<file path="src/rtl/irq_thr_pkg.sv">
package irq_thr_pkg;

  // Field write-enable lanes of the moderation register
  localparam int WE_IVAL = 0;
  localparam int WE_CNT  = 1;

  // Next-state selection for the countdown
  typedef enum logic [1:0] {
    CNT_HOLD = 2'd0,
    CNT_DEC  = 2'd1,
    CNT_LOAD = 2'd2,
    CNT_SET  = 2'd3
  } cnt_op_e;

endpackage

</file>
<file path="src/rtl/irq_thr_tick.sv">
module irq_thr_tick #(
  parameter int DIV = 25
) (
  input  logic clk,
  input  logic rst,
  output logic tick_o
);

  generate
    if (DIV <= 1) begin : g_every
      always_ff @(posedge clk) begin
        tick_o <= !rst;
      end
    end else begin : g_div
      localparam int PW = $clog2(DIV);
      localparam logic [PW-1:0] LAST = PW'(DIV - 1);
      logic [PW-1:0] ph_q;

      always_ff @(posedge clk) begin
        if (rst) begin
          ph_q   <= '0;
          tick_o <= 1'b0;
        end else if (ph_q == LAST) begin
          ph_q   <= '0;
          tick_o <= 1'b1;
        end else begin
          ph_q   <= ph_q + PW'(1);
          tick_o <= 1'b0;
        end
      end
    end
  endgenerate

endmodule

</file>
<file path="src/rtl/irq_thr_gap.sv">
module irq_thr_gap
  import irq_thr_pkg::*;
#(
  parameter int CNT_W    = 16,
  parameter int IVAL_RST = 4000
) (
  input  logic               clk,
  input  logic               rst,
  input  logic               tick_i,
  input  logic               fire_i,
  input  logic [1:0]         we_i,
  input  logic [2*CNT_W-1:0] wdata_i,
  output logic               zero_o,
  output logic [2*CNT_W-1:0] rd_o
);

  localparam logic [CNT_W-1:0] IVAL_INIT = CNT_W'(IVAL_RST);

  logic [CNT_W-1:0] ival_q, ival_n;
  logic [CNT_W-1:0] cnt_q, cnt_n;
  cnt_op_e          op;

  assign zero_o = (cnt_q == '0);

  // A software write wins over the load, and the load wins over a tick
  always_comb begin
    if (we_i[WE_CNT])            op = CNT_SET;
    else if (fire_i)             op = CNT_LOAD;
    else if (tick_i && !zero_o)  op = CNT_DEC;
    else                         op = CNT_HOLD;
  end

  always_comb begin
    case (op)
      CNT_SET:  cnt_n = wdata_i[2*CNT_W-1:CNT_W];
      CNT_LOAD: cnt_n = ival_q;
      CNT_DEC:  cnt_n = cnt_q - CNT_W'(1);
      default:  cnt_n = cnt_q;
    endcase
  end

  assign ival_n = we_i[WE_IVAL] ? wdata_i[CNT_W-1:0] : ival_q;

  always_ff @(posedge clk) begin
    if (rst) begin
      ival_q <= IVAL_INIT;
      cnt_q  <= '0;
      rd_o   <= {{CNT_W{1'b0}}, IVAL_INIT};
    end else begin
      ival_q <= ival_n;
      cnt_q  <= cnt_n;
      rd_o   <= {cnt_n, ival_n};
    end
  end

endmodule

</file>
<file path="src/rtl/irq_thr_pend.sv">
module irq_thr_pend (
  input  logic clk,
  input  logic rst,
  input  logic evt_i,
  input  logic ack_i,
  input  logic zero_i,
  output logic fire_o,
  output logic pend_o,
  output logic irq_o
);

  logic pend_q, irq_q;

  assign fire_o = pend_q && !irq_q && zero_i;

  always_ff @(posedge clk) begin
    if (rst) begin
      pend_q <= 1'b0;
      irq_q  <= 1'b0;
    end else begin
      if (evt_i)               pend_q <= 1'b1;
      else if (ack_i && irq_q) pend_q <= 1'b0;

      if (fire_o)              irq_q <= 1'b1;
      else if (ack_i)          irq_q <= 1'b0;
    end
  end

  assign pend_o = pend_q;
  assign irq_o  = irq_q;

endmodule

</file>
<file path="src/rtl/irq_throttle.sv">
module irq_throttle #(
  parameter int CNT_W    = 16,
  parameter int TICK_DIV = 25,
  parameter int IVAL_RST = 4000
) (
  input  logic               clk,
  input  logic               rst,
  input  logic               evt_i,
  input  logic               ack_i,
  input  logic [1:0]         reg_we_i,
  input  logic [2*CNT_W-1:0] reg_wdata_i,
  output logic [2*CNT_W-1:0] reg_rdata_o,
  output logic               irq_o
);

  logic tick_w, fire_w, zero_w, pend_w;

  irq_thr_tick #(.DIV(TICK_DIV)) u_tick (
    .clk    (clk),
    .rst    (rst),
    .tick_o (tick_w)
  );

  irq_thr_gap #(.CNT_W(CNT_W), .IVAL_RST(IVAL_RST)) u_gap (
    .clk     (clk),
    .rst     (rst),
    .tick_i  (tick_w),
    .fire_i  (fire_w),
    .we_i    (reg_we_i),
    .wdata_i (reg_wdata_i),
    .zero_o  (zero_w),
    .rd_o    (reg_rdata_o)
  );

  irq_thr_pend u_pend (
    .clk    (clk),
    .rst    (rst),
    .evt_i  (evt_i),
    .ack_i  (ack_i),
    .zero_i (zero_w),
    .fire_o (fire_w),
    .pend_o (pend_w),
    .irq_o  (irq_o)
  );

endmodule

</file>
<file path="config.mk">
export PLATFORM = sky130hd
export DESIGN_NAME = irq_throttle
export DESIGN_NICKNAME = d
export VERILOG_FILES = /design/src/rtl/irq_thr_pkg.sv /design/src/rtl/irq_thr_tick.sv /design/src/rtl/irq_thr_gap.sv /design/src/rtl/irq_thr_pend.sv /design/src/rtl/irq_throttle.sv
export SDC_FILE = /design/constraint.sdc
export NUM_CORES = 1
export LEC_CHECK = 0
export BUFFER_PORTS_ARGS = -buffer_cell sky130_fd_sc_hd__clkbuf_2
export CAP_MARGIN = 5
export CORE_UTILIZATION = 54
export DETAILED_ROUTE_END_ITERATION = 8
export PLACE_DENSITY_LB_ADDON = 0.1
export SETUP_SLACK_MARGIN = 0.15
export SKIP_CTS_REPAIR_TIMING = 1
export SLEW_MARGIN = 20
export SYNTH_ARGS = -nofsm -noshare
export SYNTH_HDL_FRONTEND = slang
export SYNTH_SLANG_ARGS = --single-unit
</file>
<file path="constraint.sdc">
create_clock -name clk -period 2.7 [get_ports clk]
set_input_delay 0.27 -clock clk [delete_from_list [all_inputs] [get_ports clk]]
set_output_delay 0.27 -clock clk [all_outputs]
set_load 0.01 [all_outputs]
</file>
==> results_dict.tcl, run 1 <==
set metrics [dict create \
    overflow 0 \
    power_leakage_nw 1.09 \
    final_cell_mix "clkbuf_2 (70), dfxtp_1 (40), nor2_1 (29)" \
    holdPathStages 2 \
    synthArstFlopShare_pct 0 \
    vias 1994 \
    syn-cell-area_sq_um 2070 \
    setup_violations 0 \
    routed_wl_um 5200 \
    gp_congestion 1.04 \
    cts_made_buffers 5 \
    status "finished clean" \
    cts_tree "built" \
    rr_worst_depth 7 \
    arrival_ns 2.41 \
    dieArea_sq_um 4080 \
    dr.pass1.iters 4 \
    path_clk_slew_ns 0.07 \
    slew_viol_final 0 \
    cap_violations 0 \
    critPathMaxFanout 10 \
    p_switching_uw 374 \
    synth_edf_count 0 \
    register_area_sq_um 801 \
    vdd_drop_max_mv 0.427 \
    grt_usage_pct 27.4 \
    hold_class "in2reg" \
    root_buffer "clkbuf_8" \
    viasPerCell 5.68 \
    final_common_cell "clkbuf_2" \
    rows 22 \
    r2r_slack_ns 0.49 \
    rsz0062_at_grt "false" \
    hold_ws_ns 0.184 \
    chipWidth_um 63.9 \
    setup_tns_ns 0 \
    multiInputGateArea_sq_um 1160 \
    clock_latency_ns 0.29 \
    worstMarginPinSlew_ns 0.799 \
    grt_pass1_vias 1890 \
    seq_area_frac_synth_pct 38.7 \
    io_pins 71 \
    p_comb_share_pct 19.2 \
    finalHoldViolCount 0 \
    clock_sinks 40 \
    critPathKind "reg2reg" \
    ys_warn_count 0 \
    syn_avg_cell_area_sq_um 8.84 \
    fin_nets 345 \
    wl_per_cell_um 14.8 \
    seqPwrFrac_pct 52.0 \
    layout-area-overhead-vs-synth_pct 21.7 \
    io_buffers 70 \
    hold_path_end "u_gap.ival_q[5]" \
    synthFlopType "dfxtp_1" \
    start_util_pct 56.5 \
    dp_slack_ns 0.583 \
    htreeDepth 2 \
    timing.final.ws_setup_ns 0.491 \
    swShare_pct 29.1 \
    hold_start "reg_wdata_i[5]" \
    powerDensity_nw_per_um2 510 \
    fin_skew_ns 0.00362 \
    fillerInstances 328 \
    remaining_drc_errors 0 \
    slew_headroom_pct 46.7 \
    hpwl_um 3750 \
    grt_max_degree 39 \
    clk_path_buf_depth 2 \
    worstReg2RegStart "u_gap.cnt_q[0]" \
    core_area_sq_um 3660 \
    period_minus_slack_ns 2.21 \
    fp.dieH_um 63.9 \
    p_int_uw 910 \
    antenna_found_initial 0 \
    crit_path_end_kind "flip-flop" \
    syn_inst 234 \
    cp-start-kind "flip-flop" \
    cp.required_ns 2.90 \
    drtIter0Drc 90 \
    detail-route-antenna-nets 0 \
    max_clock_freq_mhz 453 \
    antenna-diode-count 0 \
    min_period_over_period_pct 81.8 \
    drive_gt1_share_pct 30.4 \
    worstReg2RegEnd "u_gap.cnt_q[6]" \
    clockPowerShare_pct 28.9 \
    yosysUniqueCellTypes 55 \
    postSynthNetCount 276 \
    ys_ff_latch 40 \
    grt_pass1_wl_um 8740 \
]
## critical path, stage by stage, from the launching register on
cell and delay [ns]:
dfxtp_1 0.36, inv_1 0.12, ha_1 0.14, nor3b_1 0.25, and4_1 0.40, and4_1 0.55
nand2_1 0.13, a41oi_2 0.18
## power groups by stage
stage               Combinational (mW)  Clock [mW]  Sequential (mW)
finish                           0.246       0.371            0.667
global route                     0.275       0.405            0.672
CTS                              0.246       0.376            0.667
detailed placement               0.244           0            0.680
global placement                 0.241           0            0.680
floorplan                        0.145           0            0.686
## cell families after synthesis
group,count (synthesis),synth area share (%)
fa+ha+maj,4,2.42
xor+xnor,9,3.81
buf+inv,23,5.32
flops,40,38.7
compound gates,58,21.8
mux,10,4.84
simple gates,90,23.1
## how the worst max path moves through the flow
stage	depth (start not counted)	slack, ns	end	startpoint
2_1_floorplan	9	0.76	u_gap.cnt_q[9]	u_gap.cnt_q[0]
3_3_place_gp	7	0.64	u_gap.cnt_q[6]	u_gap.cnt_q[0]
3_5_place_dp	7	0.58	u_gap.cnt_q[6]	u_gap.cnt_q[0]
4_1_cts	7	0.56	u_gap.cnt_q[6]	u_gap.cnt_q[0]
5_1_grt	7	0.31	u_gap.rd_o[31]	u_gap.cnt_q[0]
6_report	7	0.49	u_gap.cnt_q[6]	u_gap.cnt_q[0]
## routing by layer
| metal | wire length, um | part of all wire (%) | global-route usage (%) | vias to the layer above |
|---|---|---|---|---|
| li1 | - | - | - | 994 |
| met1 | 2470 | 47 | 37.5 | 914 |
| met4 | 67 | 1.3 | 10.5 | 0 |
| met3 | 372 | 7.2 | 4.29 | 6 |
| met5 | 0 | 0 | 0 | - |
| met2 | 2290 | 44 | 43.0 | 80 |
## cells in the mapped netlist (all sizes together) (4+ instances only)
master   n  area, sq um
clkbuf   4         15.0
inv     10         37.5
buf      8         53.8
nand2   19         73.8
ha       4         50.1
dfxtp   40          801
nor3     5         47.5
a211oi   4         30.0
xnor2    5         43.8
nor2    29          109
a211o    6         52.6
a31oi   10         68.8
a21oi    6         30.0
xor2     4         35.0
mux2i   10          100
o21ai    5         28.8
nand3   12         60.1
nor2b    7         43.8
a22oi    6         45.0
## state kept, by name, summed over array words and instances (netlist names)
name	cells
u_gap.rd_o	2
u_pend.pend_o	1
u_pend.irq_o	1
u_tick.g_div.ph_q	5
u_gap.cnt_q	15
u_gap.ival_q	15
u_tick.tick_o	1
## layout make-up
cell class | count | share of cell area [%]
Tap cell | 48 | 2.38
Timing Repair Buffer | 74 | 15.1
Inverter | 11 | 1.64
Sequential cell | 40 | 31.8
Clock buffer | 6 | 2.88
Clock inverter | 1 | 0.199
Multi-Input combinational cell | 171 | 46.0
## metrics by stage
| step | power (mW) | std cells | instance area [sq um] | util (%) |
|---|---|---|---|---|
| 6_report | 1.28 | 351 | 2520 | 68.8 |
| 5_1_grt | 1.35 | 351 | 2520 | 68.8 |
| 4_1_cts | 1.29 | 351 | 2520 | 68.8 |
| 3_5_place_dp | 0.925 | 344 | 2440 | 66.7 |
| 3_3_place_gp | 0.921 | 344 | 2440 | 66.7 |
| 2_1_floorplan | 0.831 | 234 | 2070 | - |
Note: power is estimated with default switching activity, not from simulation.
==> inputs of run 2 (changes only) <==
--- a/config.mk
+++ b/config.mk
@@ -7,7 +7,7 @@
 export LEC_CHECK = 0
 export BUFFER_PORTS_ARGS = -buffer_cell sky130_fd_sc_hd__clkbuf_2
 export CAP_MARGIN = 5
-export CORE_UTILIZATION = 54
+export CORE_UTILIZATION = 50
 export DETAILED_ROUTE_END_ITERATION = 8
 export PLACE_DENSITY_LB_ADDON = 0.1
 export SETUP_SLACK_MARGIN = 0.15
==> constraint.sdc (replaced) <==
create_clock -name clk -period 2.1 [get_ports clk]
set_input_delay 0.21 -clock clk [delete_from_list [all_inputs] [get_ports clk]]
set_output_delay 0.21 -clock clk [all_outputs]
set_load 0.01 [all_outputs]
==> run 2 against run 1 <==
Effect of this change: cell count grew 3.4%; count of clock-buffer cells in the layout unchanged; power rose by 42%; final area rose by 5.5%; worst hold slack got worse by 0.072 ns; largest cell class unchanged.
==> results_dict.tcl, run 2 (synthesized netlist as in run 1, its figures left out) <==
set metrics [dict create \
    cap_violations 0 \
    worstSetupStartpoint "u_gap.cnt_q[0]" \
    p_int_mw 1.32 \
    final_cell_mix "clkbuf_2 (70), dfxtp_1 (38), nor2_1 (29)" \
    viasPerCell 5.54 \
    powerDensity_nw_per_um2 689 \
    chipWidth_um 66.3 \
    rows 23 \
    hold_start "reg_wdata_i[11]" \
    stdcell_count 363 \
    overflow 0 \
    period_minus_slack_ns 1.83 \
    fin_nets 354 \
    grt_pass1_wl_um 8390 \
    setup_tns_ns 0 \
    io_pins 71 \
    path_cells "buf_4, nor4_2, nand2_1, a211oi_1, xnor2_1, a221oi_2" \
    dr.pass1.iters 4 \
    vdd_drop_max_mv 0.488 \
    rr_worst_depth 6 \
    cts_tree "built" \
    setup_violations 0 \
    reg_top3 "u_gap.cnt_q: 15 flops, u_gap.ival_q: 15 flops, u_tick.g_div.ph_q: 5 flops" \
    root_buffer "clkbuf_8" \
    drive_gt1_share_pct 34.8 \
    max_clock_freq_mhz 545 \
    detail-route-antenna-nets 0 \
    fp.dieH_um 66.3 \
    io_buffers 70 \
    placed_cell_area_sq_um 2500 \
    clock_sinks 40 \
    holdPathStages 2 \
    dieArea_sq_um 4400 \
    hpwl_um 3900 \
    grt_usage_pct 25.2 \
    vias 2011 \
    power_leakage_nw 1.15 \
    r2r_slack_ns 0.27 \
    worst-path-stages 6 \
    cp.required_ns 2.31 \
    path_clk_slew_ns 0.08 \
    cts_made_buffers 5 \
    layout-area-overhead-vs-synth_pct 28.4 \
    cpMaxStageDelayCell "nor4_2" \
    finalHoldViolCount 0 \
    drtIter0Drc 140 \
    slew_viol_final 0 \
    clockPowerShare_pct 34.2 \
    hold_class "in2reg" \
    slew_headroom_pct 46.5 \
    critPathKind "reg2reg" \
    busiest_layer "met2" \
    arrival_ns 2.04 \
    swShare_pct 27.9 \
    cp_top_family "simple AND/OR/NAND/NOR gates" \
    crit_path_end_kind "flip-flop" \
    worstReg2RegStart "u_gap.cnt_q[0]" \
    grt_pass1_vias 1795 \
    htreeDepth 2 \
    remaining_drc_errors 0 \
    cp-start-kind "flip-flop" \
    use_met2_pct 38.5 \
    critPathMaxStageDelay_ns 0.42 \
    finalPower_mw 1.83 \
    critPathMaxFanout 5 \
    grt_max_degree 39 \
    seqPwrFrac_pct 46.6 \
    antenna_found_initial 0 \
    clock_latency_ns 0.30 \
    use_met3_pct 6.38 \
    gr-usage-met1_pct 34.5 \
    rsz0062_at_grt "false" \
    core_area_sq_um 4000 \
    routed_wl_um 5250 \
    worstMarginPinSlew_ns 0.802 \
    fin_skew_ns 0.00460 \
    wl_per_cell_um 14.5 \
    p_switching_uw 511 \
    final_common_cell "clkbuf_2" \
    crit_buf_inv 1 \
    dpl.cell_count 354 \
    start_util_pct 51.7 \
    gp_congestion 0.970 \
    min_period_over_period_pct 87.3 \
    p_comb_share_pct 19.2 \
    antenna-diode-count 0 \
    clk_path_buf_depth 2 \
    design_area_sq_um 2660 \
    status "finished clean" \
]
## run 2: cell count changes in the layout (fill, tap and decap cells not counted), sizes merged
cell	change
buf	+9
bufinv	+1
## run 2: cell type report
cell class	count	area [sq um]
Inverter	11	41.3
Clock buffer	6	72.6
Sequential cell	40	803
Fill cell	362	1340
Tap cell	50	62.6
Timing Repair Buffer	83	455
Multi-Input combinational cell	171	1190
Clock inverter	2	35.0
## run 2: metal layers
layer | vias up | share of wire (%) | wire length, um
li1 | 1005 | - | -
met1 | 934 | 48 | 2510
met2 | 65 | 45 | 2380
met3 | 7 | 5.4 | 284
met4 | 0 | 1.4 | 74
met5 | - | 0 | 0
## run 2: worst paths after layout
kind / end
worst max-delay path: u_gap.cnt_q[7]
worst max register to register: u_gap.cnt_q[7]
worst min-delay path: u_gap.ival_q[11]
worst min register to register: u_tick.g_div.ph_q[0]
## run 2: worst register-to-register path: stages, from the launching register on
cell and delay [ns]:
dfxtp_2 0.32, buf_4 0.14, nor4_2 0.42, nand2_1 0.16, a211oi_1 0.34, xnor2_1 0.14
a221oi_2 0.22
## run 2: power by group through the flow
stage / clock network (mW) / logic [mW] / registers, mW
CTS: 0.636 / 0.338 / 0.851
global route: 0.663 / 0.388 / 0.859
global placement: 0 / 0.331 / 0.868
detailed placement: 0 / 0.336 / 0.868
finish: 0.626 / 0.352 / 0.852
floorplan: 0 / 0.187 / 0.882
## run 2: stage by stage
step	utilization [%]	worst slack, ns	hold slack [ns]
floorplan	-	0.164	0.327
finish	66.4	0.266	0.112
global route	66.4	0.152	0.104
detailed placement	62.6	-0.0466	0.421
global placement	62.6	-0.0413	0.416
CTS	65.3	-0.0632	0.109
